### config.mk
export PLATFORM = sky130hd
export DESIGN_NAME = wdt_top
export DESIGN_NICKNAME = d
export VERILOG_FILES = /design/src/rtl/wdt_pkg.sv /design/src/rtl/wdt_gate.sv /design/src/rtl/wdt_clr_src.sv /design/src/rtl/wdt_chain.sv /design/src/rtl/wdt_top.sv
export SDC_FILE = /design/constraint.sdc
export NUM_CORES = 1
export LEC_CHECK = 0
export ABC_AREA = 0
export CAP_MARGIN = 20
export CORE_MARGIN = 1.5
export CORE_UTILIZATION = 35
export DETAILED_ROUTE_END_ITERATION = 7
export GPL_ROUTABILITY_DRIVEN = 0
export MAX_ROUTING_LAYER = met4
export RECOVER_POWER = 50
export SYNTH_ARGS = -nofsm -noshare
export SYNTH_HDL_FRONTEND = slang
export SYNTH_SLANG_ARGS = --single-unit
### constraint.sdc
create_clock -name clk -period 2.3 [get_ports clk]
set_input_delay 0.345 -clock clk [delete_from_list [all_inputs] [get_ports clk]]
set_output_delay 0.345 -clock clk [all_outputs]
set_load 0.005 [all_outputs]
### src/rtl/wdt_pkg.sv
package wdt_pkg;

    typedef enum logic [1:0] {
        MODE_OFF   = 2'b00,
        MODE_AWAKE = 2'b01,
        MODE_SOFT  = 2'b10,
        MODE_ON    = 2'b11
    } wdt_mode_e;

    typedef struct packed {
        logic rst;
        logic wake;
    } wdt_req_t;

endpackage

### src/rtl/wdt_gate.sv
module wdt_gate
    import wdt_pkg::*;
(
    input  logic [1:0] mode,
    input  logic       sw_en,
    input  logic       asleep,
    output logic       run
);
    always_comb begin
        unique case (wdt_mode_e'(mode))
            MODE_OFF:   run = 1'b0;
            MODE_AWAKE: run = ~asleep;
            MODE_SOFT:  run = sw_en;
            default:    run = 1'b1;
        endcase
    end
endmodule

### src/rtl/wdt_clr_src.sv
module wdt_clr_src #(
    parameter int FS_W = 3
) (
    input  logic            clk,
    input  logic            rst_n,
    input  logic            clr_cmd,
    input  logic            sleep_cmd,
    input  logic            clk_fail,
    input  logic [FS_W-1:0] freq_sel,
    output logic            clear
);
    typedef struct packed {
        logic [FS_W-1:0] fsel;
    } src_st_t;

    src_st_t st_d, st_q;
    logic    fs_moved;

    always_comb begin
        st_d      = st_q;
        st_d.fsel = freq_sel;
        fs_moved  = (freq_sel != st_q.fsel);
        clear     = clr_cmd | sleep_cmd | clk_fail | fs_moved;
    end

    always_ff @(posedge clk or negedge rst_n) begin
        if (!rst_n) st_q <= '0;
        else        st_q <= st_d;
    end
endmodule

### src/rtl/wdt_chain.sv
module wdt_chain #(
    parameter int PRE_DIV = 128,
    parameter int MAX_EXP = 20,
    parameter int SEL_W   = 5
) (
    input  logic             clk,
    input  logic             rst_n,
    input  logic             run,
    input  logic             clear,
    input  logic [SEL_W-1:0] post_sel,
    output logic             expire
);
    localparam int PRE_W  = $clog2(PRE_DIV);
    localparam int POST_W = MAX_EXP;

    typedef struct packed {
        logic [PRE_W-1:0]  pre;
        logic [POST_W-1:0] post;
    } chain_st_t;

    chain_st_t         st_d, st_q;
    logic [SEL_W-1:0]  eff_exp;
    logic [POST_W-1:0] post_mask;
    logic              pre_wrap;
    logic              post_last;

    assign eff_exp = (post_sel > SEL_W'(MAX_EXP)) ? SEL_W'(MAX_EXP) : post_sel;

    for (genvar i = 0; i < POST_W; i++) begin : g_mask
        assign post_mask[i] = (eff_exp > SEL_W'(i));
    end

    always_comb begin
        st_d      = st_q;
        pre_wrap  = (st_q.pre == PRE_W'(PRE_DIV - 1));
        post_last = (st_q.post == post_mask);
        expire    = 1'b0;
        if (!run || clear) begin
            st_d = '0;
        end else if (pre_wrap) begin
            st_d.pre = '0;
            if (post_last) begin
                st_d.post = '0;
                expire    = 1'b1;
            end else begin
                st_d.post = st_q.post + 1'b1;
            end
        end else begin
            st_d.pre = st_q.pre + 1'b1;
        end
    end

    always_ff @(posedge clk or negedge rst_n) begin
        if (!rst_n) st_q <= '0;
        else        st_q <= st_d;
    end
endmodule

### src/rtl/wdt_top.sv
module wdt_top
    import wdt_pkg::*;
#(
    parameter int PRE_DIV = 128,
    parameter int MAX_EXP = 20,
    parameter int SEL_W   = 5,
    parameter int FS_W    = 3
) (
    input  logic             clk,
    input  logic             rst_n,
    input  logic [1:0]       en_cfg,
    input  logic             sw_en,
    input  logic             asleep,
    input  logic             sleep_cmd,
    input  logic             clr_cmd,
    input  logic [FS_W-1:0]  freq_sel,
    input  logic             clk_fail,
    input  logic [SEL_W-1:0] post_sel,
    output logic             rst_req,
    output logic             wake_req
);
    logic     run;
    logic     clear;
    logic     expire;
    wdt_req_t req_d, req_q;

    wdt_gate u_gate (
        .mode   (en_cfg),
        .sw_en  (sw_en),
        .asleep (asleep),
        .run    (run)
    );

    wdt_clr_src #(.FS_W(FS_W)) u_clr (
        .clk       (clk),
        .rst_n     (rst_n),
        .clr_cmd   (clr_cmd),
        .sleep_cmd (sleep_cmd),
        .clk_fail  (clk_fail),
        .freq_sel  (freq_sel),
        .clear     (clear)
    );

    wdt_chain #(
        .PRE_DIV (PRE_DIV),
        .MAX_EXP (MAX_EXP),
        .SEL_W   (SEL_W)
    ) u_chain (
        .clk      (clk),
        .rst_n    (rst_n),
        .run      (run),
        .clear    (clear),
        .post_sel (post_sel),
        .expire   (expire)
    );

    always_comb begin
        req_d      = '0;
        req_d.rst  = expire & ~asleep;
        req_d.wake = expire &  asleep;
    end

    always_ff @(posedge clk or negedge rst_n) begin
        if (!rst_n) req_q <= '0;
        else        req_q <= req_d;
    end

    assign rst_req  = req_q.rst;
    assign wake_req = req_q.wake;
endmodule

Word-level counts from Yosys, hierarchy flattened
Cells that the tools add are included.
- output and inout bits: 2
- register bits: 32
- add/sub/neg operators: 2
- multiplexer cells: 9
- $lt $le $gt $ge: 21
- bitwise operators: 6
- equal/unequal tests: 5
- reductions and logical operators: 4
- operators with widths (kind ; count):
    5-bit by 4-bit greater-than comparator with 1-bit output (second input constant) ; 8
    20-bit 2-to-1 mux ; 2
    27-bit 2-to-1 mux ; 1
    5-bit greater-than comparator (second input constant) ; 5
    20-bit by 1-bit adder with 20-bit output (second input constant) ; 1
    20-bit equality test ; 1
    5-bit by 3-bit greater-than comparator with 1-bit output (second input constant) ; 4
    5-bit by 1-bit greater-than comparator with 1-bit output (second input constant) ; 2
    5-bit by 2-bit greater-than comparator with 1-bit output (second input constant) ; 2
    7-bit by 1-bit adder with 7-bit output (second input constant) ; 1
    7-bit equality test (second input constant) ; 1
    7-bit 2-to-1 mux ; 1
    5-bit 2-to-1 mux ; 1
    1-bit 2-to-1 mux ; 3
    3-bit != test ; 1
    1-bit bitwise OR ; 3
    1-bit case mux with 3 select lines ; 1
    1-bit AND ; 2
    2-bit by 1-bit equality test with 1-bit output (second input constant) ; 1
    2-bit equality test (second input constant) ; 1
    2-bit zero test ; 1
    2-bit nonzero test ; 1
    1-bit zero test ; 1
    1-bit logical OR ; 1
    1-bit NOT ; 1

Logic depth before layout (Yosys ltp)
- word-level depth: 8
- depth in mapped cells: 9

By module
A second synthesis with hierarchy kept.
- cells, all modules: 241
- area total of the unflattened synthesis: 2099.5 um^2
- modules (own cells, without submodules) (module ; times used ; cells an instance ; seq. area each (um^2) ; area each (um^2)):
    wdt_chain ; 1 ; 226 ; 675.6 ; 1901.8
    wdt_clr_src ; 1 ; 8 ; 75.1 ; 117.6
    wdt_top ; 1 ; 4 ; 50.0 ; 66.3
    wdt_gate ; 1 ; 3 ; 0.0 ; 13.8

Least setup slack after synthesis
OpenSTA, ideal clock, no wires.
- path kind: input -> register
- from: in post_sel[1]
- to: reg u_chain.st_q[14] (netlist name)
- cell stages on the path: 9
- arrival: 2.189 ns
- setup slack: -0.026 ns
- data required time: 2.163 ns
- library setup time: 0.137 ns
- cell sequence: buf_2 -> buf_6 -> or4_4 -> mux2_4 -> o311ai_4 -> o2111ai_4 -> buf_2 -> o211ai_1 -> a31oi_1
- cells in the longest elaborated chain, start to end: 7
- ends and longest elaborated chain (element ; RTL line ; text):
    from (decl) ; wdt_top.sv:18 ; input logic [SEL_W-1:0] post_sel,
    5-bit greater-than comparator ; wdt_chain.sv:27 ; assign eff_exp = (post_sel > SEL_W'(MAX_EXP)) ? SEL_W'(MAX_EXP) : post_sel;
    5-bit 2-to-1 mux (*) ; wdt_chain.sv:27 ;
    5-bit by 1-bit greater-than comparator with 1-bit output (tied with other cells) ; wdt_chain.sv:30 ; assign post_mask[i] = (eff_exp > SEL_W'(i));
    20-bit equality test (*) ; wdt_chain.sv:36 ; post_last = (st_q.post == post_mask);
    20-bit 2-to-1 mux (*) ; wdt_chain.sv:42 ; if (post_last) begin
    20-bit 2-to-1 mux (*) ; wdt_chain.sv:40 ; end else if (pre_wrap) begin
    27-bit 2-to-1 mux (*) ; wdt_chain.sv:38 ; if (!run || clear) begin
    to (signal assigned) ; wdt_chain.sv:55 ; else st_q <= st_d;
    to (decl) ; wdt_chain.sv:21 ; chain_st_t st_d, st_q;
Mark *: on every way between the ends. The rest lies on a longest branch, timed or not. The select of a mux whose other input is x is not followed.
A chain may end at the register's enable or synchronous reset.

Final worst setup path
- from: in post_sel[1]
- to: reg u_chain.st_q[6] (netlist name)
Same word-level chain as after synthesis.

==> metrics.csv <==
stage,metric,value,unit
synthesis,syn_nets,303,
synthesis,Mapped Area,0.00227,sq mm
timing,final slew viol count,0,
setup_path,Setup crit start kind,primary input,
clock_tree,CTS Root Cell,clkbuf_8,
global_route,aggregate global routing overflow,0,
power,Worst IR Drop VDD,0.312,mV
outcome,status,"complete, no violations",
setup_path,"Max stage delay cell, worst path",or4_4,
die,# rows,29,
synthesis,async set-or-reset flop fraction in the synthesized netlist,100,%
clock_tree,register clock-pin slew on the reported worst setup and hold paths,0.07,ns
power,PD cells,402,mW/mm^2
global_route,met2 layer usage reported by global route,27.1,%
die,die area,0.00697,sq mm
cells_and_area,share of layout cells above drive strength 1,14.6,%
placed_design,Placement Setup Slack,-0.392,ns
timing,Fmax achieved,452,MHz
timing,hold_ws,0.472,ns
timing,final hold violations,0,
drt,# DRC,0,
setup_path,kind of end point of the critical path,register,
global_route,M3 GR Usage,2.87,%
synthesis,Main synth FF type,dfrtp_1,
global_route,global routing's busiest layer,met2,
global_route,GRT Total Usage,17.9,%
die,Initial Utilization,35.9,%
power,Leak,1.08,nW
synthesis,synth top area cells,"dfrtp_1, nand2_1, nor2_1",
job,max-cap violations,0,
die,core region area,0.00631,sq mm
drt,initial drt markers,134,
synthesis,sequential cell area fraction in the yosys report,35.3,%
timing,relative slew slack,43.7,%
clock_tree,hold buffer count at cts,0,
synthesis,Synth Register Bits,32,
timing,Clock Skews,0.00682,ns
global_route,GRT met1 Usage,25.2,%
cells_and_area,P&R area growth vs syn,25.7,%
cells_and_area,ANT cells,0,
die,IO Count,19,
synthesis,Syn Inst Count,284,
cells_and_area,Finished Layout Cells,393,
timing,period utilisation layout,96.3,%
timing,Final TNS setup,0,ns
setup_path,critical path cell sequence,clkdlybuf4s15_1 > or4_4 > mux2_4 > o311ai_4 > o2111ai_4 > buf_6 > buf_12 > o211ai_1 > a31oi_1,
synthesis,total number of yosys warnings,0,
placed_design,DP Cell Count,378,
timing,fin worst setup slack,0.0857,ns
setup_path,worst-path maximum fanout,5,
timing,Worst Tran Pin Value,0.844,ns
synthesis,cell taking the most area after synthesis,dfrtp_1,
hold_path,HP Class,reg -> reg,
placed_design,IO buf count,18,
clock_tree,clk_lat worst skew,0.29,ns
power,Design Power,1.15,mW
setup_path,Worst EP required,2.47,ns
die,Die Height,83.5,um
global_route,first-pass GRT wire length,9980,um
cells_and_area,fill cell total of the finished layout,638,
synthesis,number of synthesized flops with an enable pin,0,
drt,vias per cell,5.69,
synthesis,Avg Inst Size Synth,7.98,sq um
drt,Routed Antenna Nets,0,
global_route,largest net degree at the start of global routing,33,
clock_tree,H-tree depth,2,
clock_tree,clock buffer depth,2,
placed_design,"Cell Area, Placed",0.00263,sq mm
placed_design,post-detail-place hpwl,4040,um
timing,crit path time final,2.21,ns
global_route,antenna violations before repair,0,
die,Die X,83.5,um
setup_path,CP peak stage delay,0.52,ns
timing,Final Setup Violations,0,
drt,drt first pass iters,4,
cells_and_area,final instance area,0.00285,sq mm
timing,RSZ-0062 raised after global routing,no,
drt,final wirelength,6010,um
cells_and_area,Post-Route Utilization,45.1,%
setup_path,arrival time at the worst endpoint,2.38,ns
clock_tree,CTS tree,done,
setup_path,WS Path Type,in -> reg,
cells_and_area,Final nets,334,
clock_tree,CTS sink count,32,
synthesis,number of distinct library cells after synthesis,52,
drt,via count,2236,
synthesis,share of the synthesized area in the top cell type,35.3,%
drt,drt wl/cell,15.3,um
global_route,vias in the first global route,2015,
clock_tree,total CTS buffers,5,
-- cells by family after synthesis --
kind of cell / after synthesis / share of synthesized area [%]
and+or+nand+nor: 125 / 27.4
AOI/OAI and AO/OA: 83 / 25.8
buffers and inverters: 32 / 6.18
DFF: 32 / 35.3
xor gates and xnor gates: 9 / 3.48
adders and majority gates: 2 / 1.10
muxes: 1 / 0.662
-- path summary, 6_finish.rpt --
path,from,endpoint,slack (ns),cells after the start
setup / recovery,post_sel[1],u_chain.st_q[6],0.09,9
hold / removal,u_chain.st_q[20],u_chain.st_q[20],0.47,1
setup reg to reg,u_chain.st_q[1],u_chain.st_q[6],0.26,8
hold reg to reg,u_chain.st_q[20],u_chain.st_q[20],0.47,1
max in group asynchronous,rst_n,u_chain.st_q[15],1.09,2
min in group asynchronous,rst_n,u_chain.st_q[8],0.69,2
-- flip-flops by register name, summed over array words and instances, names as in the netlist --
| signal | count |
|---|---|
| u_chain.st_q | 27 |
| wake_req | 1 |
| u_clr.st_q | 3 |
| rst_req | 1 |
-- worst max-delay path: cells and delay by family --
family | cells | cell delay [ns]
AOI/OAI and AO/OA | 4 | 0.75
buffers and inverters | 3 | 0.48
muxes | 1 | 0.28
and+or+nand+nor | 1 | 0.52
-- layout make-up --
cell class | instances | area (sq um) | share of cell area (%)
multi-input cells | 220 | 1350 | 47.4
flip-flops and latches | 32 | 801 | 28.1
repair buffers | 49 | 484 | 17.0
well taps | 77 | 96.3 | 3.38
clock buffers | 8 | 90.1 | 3.16
inverters | 7 | 26.3 | 0.922
-- power breakdown --
part	switching, mW	internal [mW]
registers	0.00122	0.566
clock network	0.210	0.244
logic	0.0646	0.0597
-- cells in the final DEF (no fill, tap or decap), types with 9 or more instances in the layout --
cell             Yosys  routed
dfrtp_1             32      32
nand2_1             31      31
nor2_1              30      30
buf_4                0      21
a21oi_1             19      19
nor3_1              14      14
o211ai_1            14      14
o21ai_1             11      11
nand4_1             10      10
nand3_1             10      10
clkdlybuf4s50_1      0       9
-- per-layer routing --
layer,vias to the layer above,wire length (um)
met3,5,154
met2,29,2810
met4,0,52
met1,1089,2990
li1,1113,-
met5,-,0
-- synth_stat cells (2+ instances only) --
cell type / n
buf_6: 2
nand4b_1: 2
o211ai_1: 14
a21oi_1: 19
nand2b_1: 3
a2111oi_0: 3
nor2b_1: 2
or2_1: 3
nor2_1: 30
ha_1: 2
a31oi_1: 7
o21ai_0: 5
nor3_1: 14
inv_1: 7
xor2_1: 5
xnor2_1: 4
and3_1: 5
nand4_1: 10
o22ai_1: 4
o2bb2ai_1: 3
buf_2: 4
o21ai_1: 11
and2_1: 2
a211oi_1: 2
nand3_1: 10
o31ai_1: 2
nor4_1: 6
dfrtp_1: 32
clkbuf_1: 18
nand2_1: 31
-- what timing repair did --
item                                    CTS  global route
pin swaps                                 6             2
hold endpoints to repair                  0             0
resized for setup                        17             6
buffers inserted                          3             1
cloned                                    2             1
endpoints found under the setup margin   17            22
(Power assumes the default switching activity.)
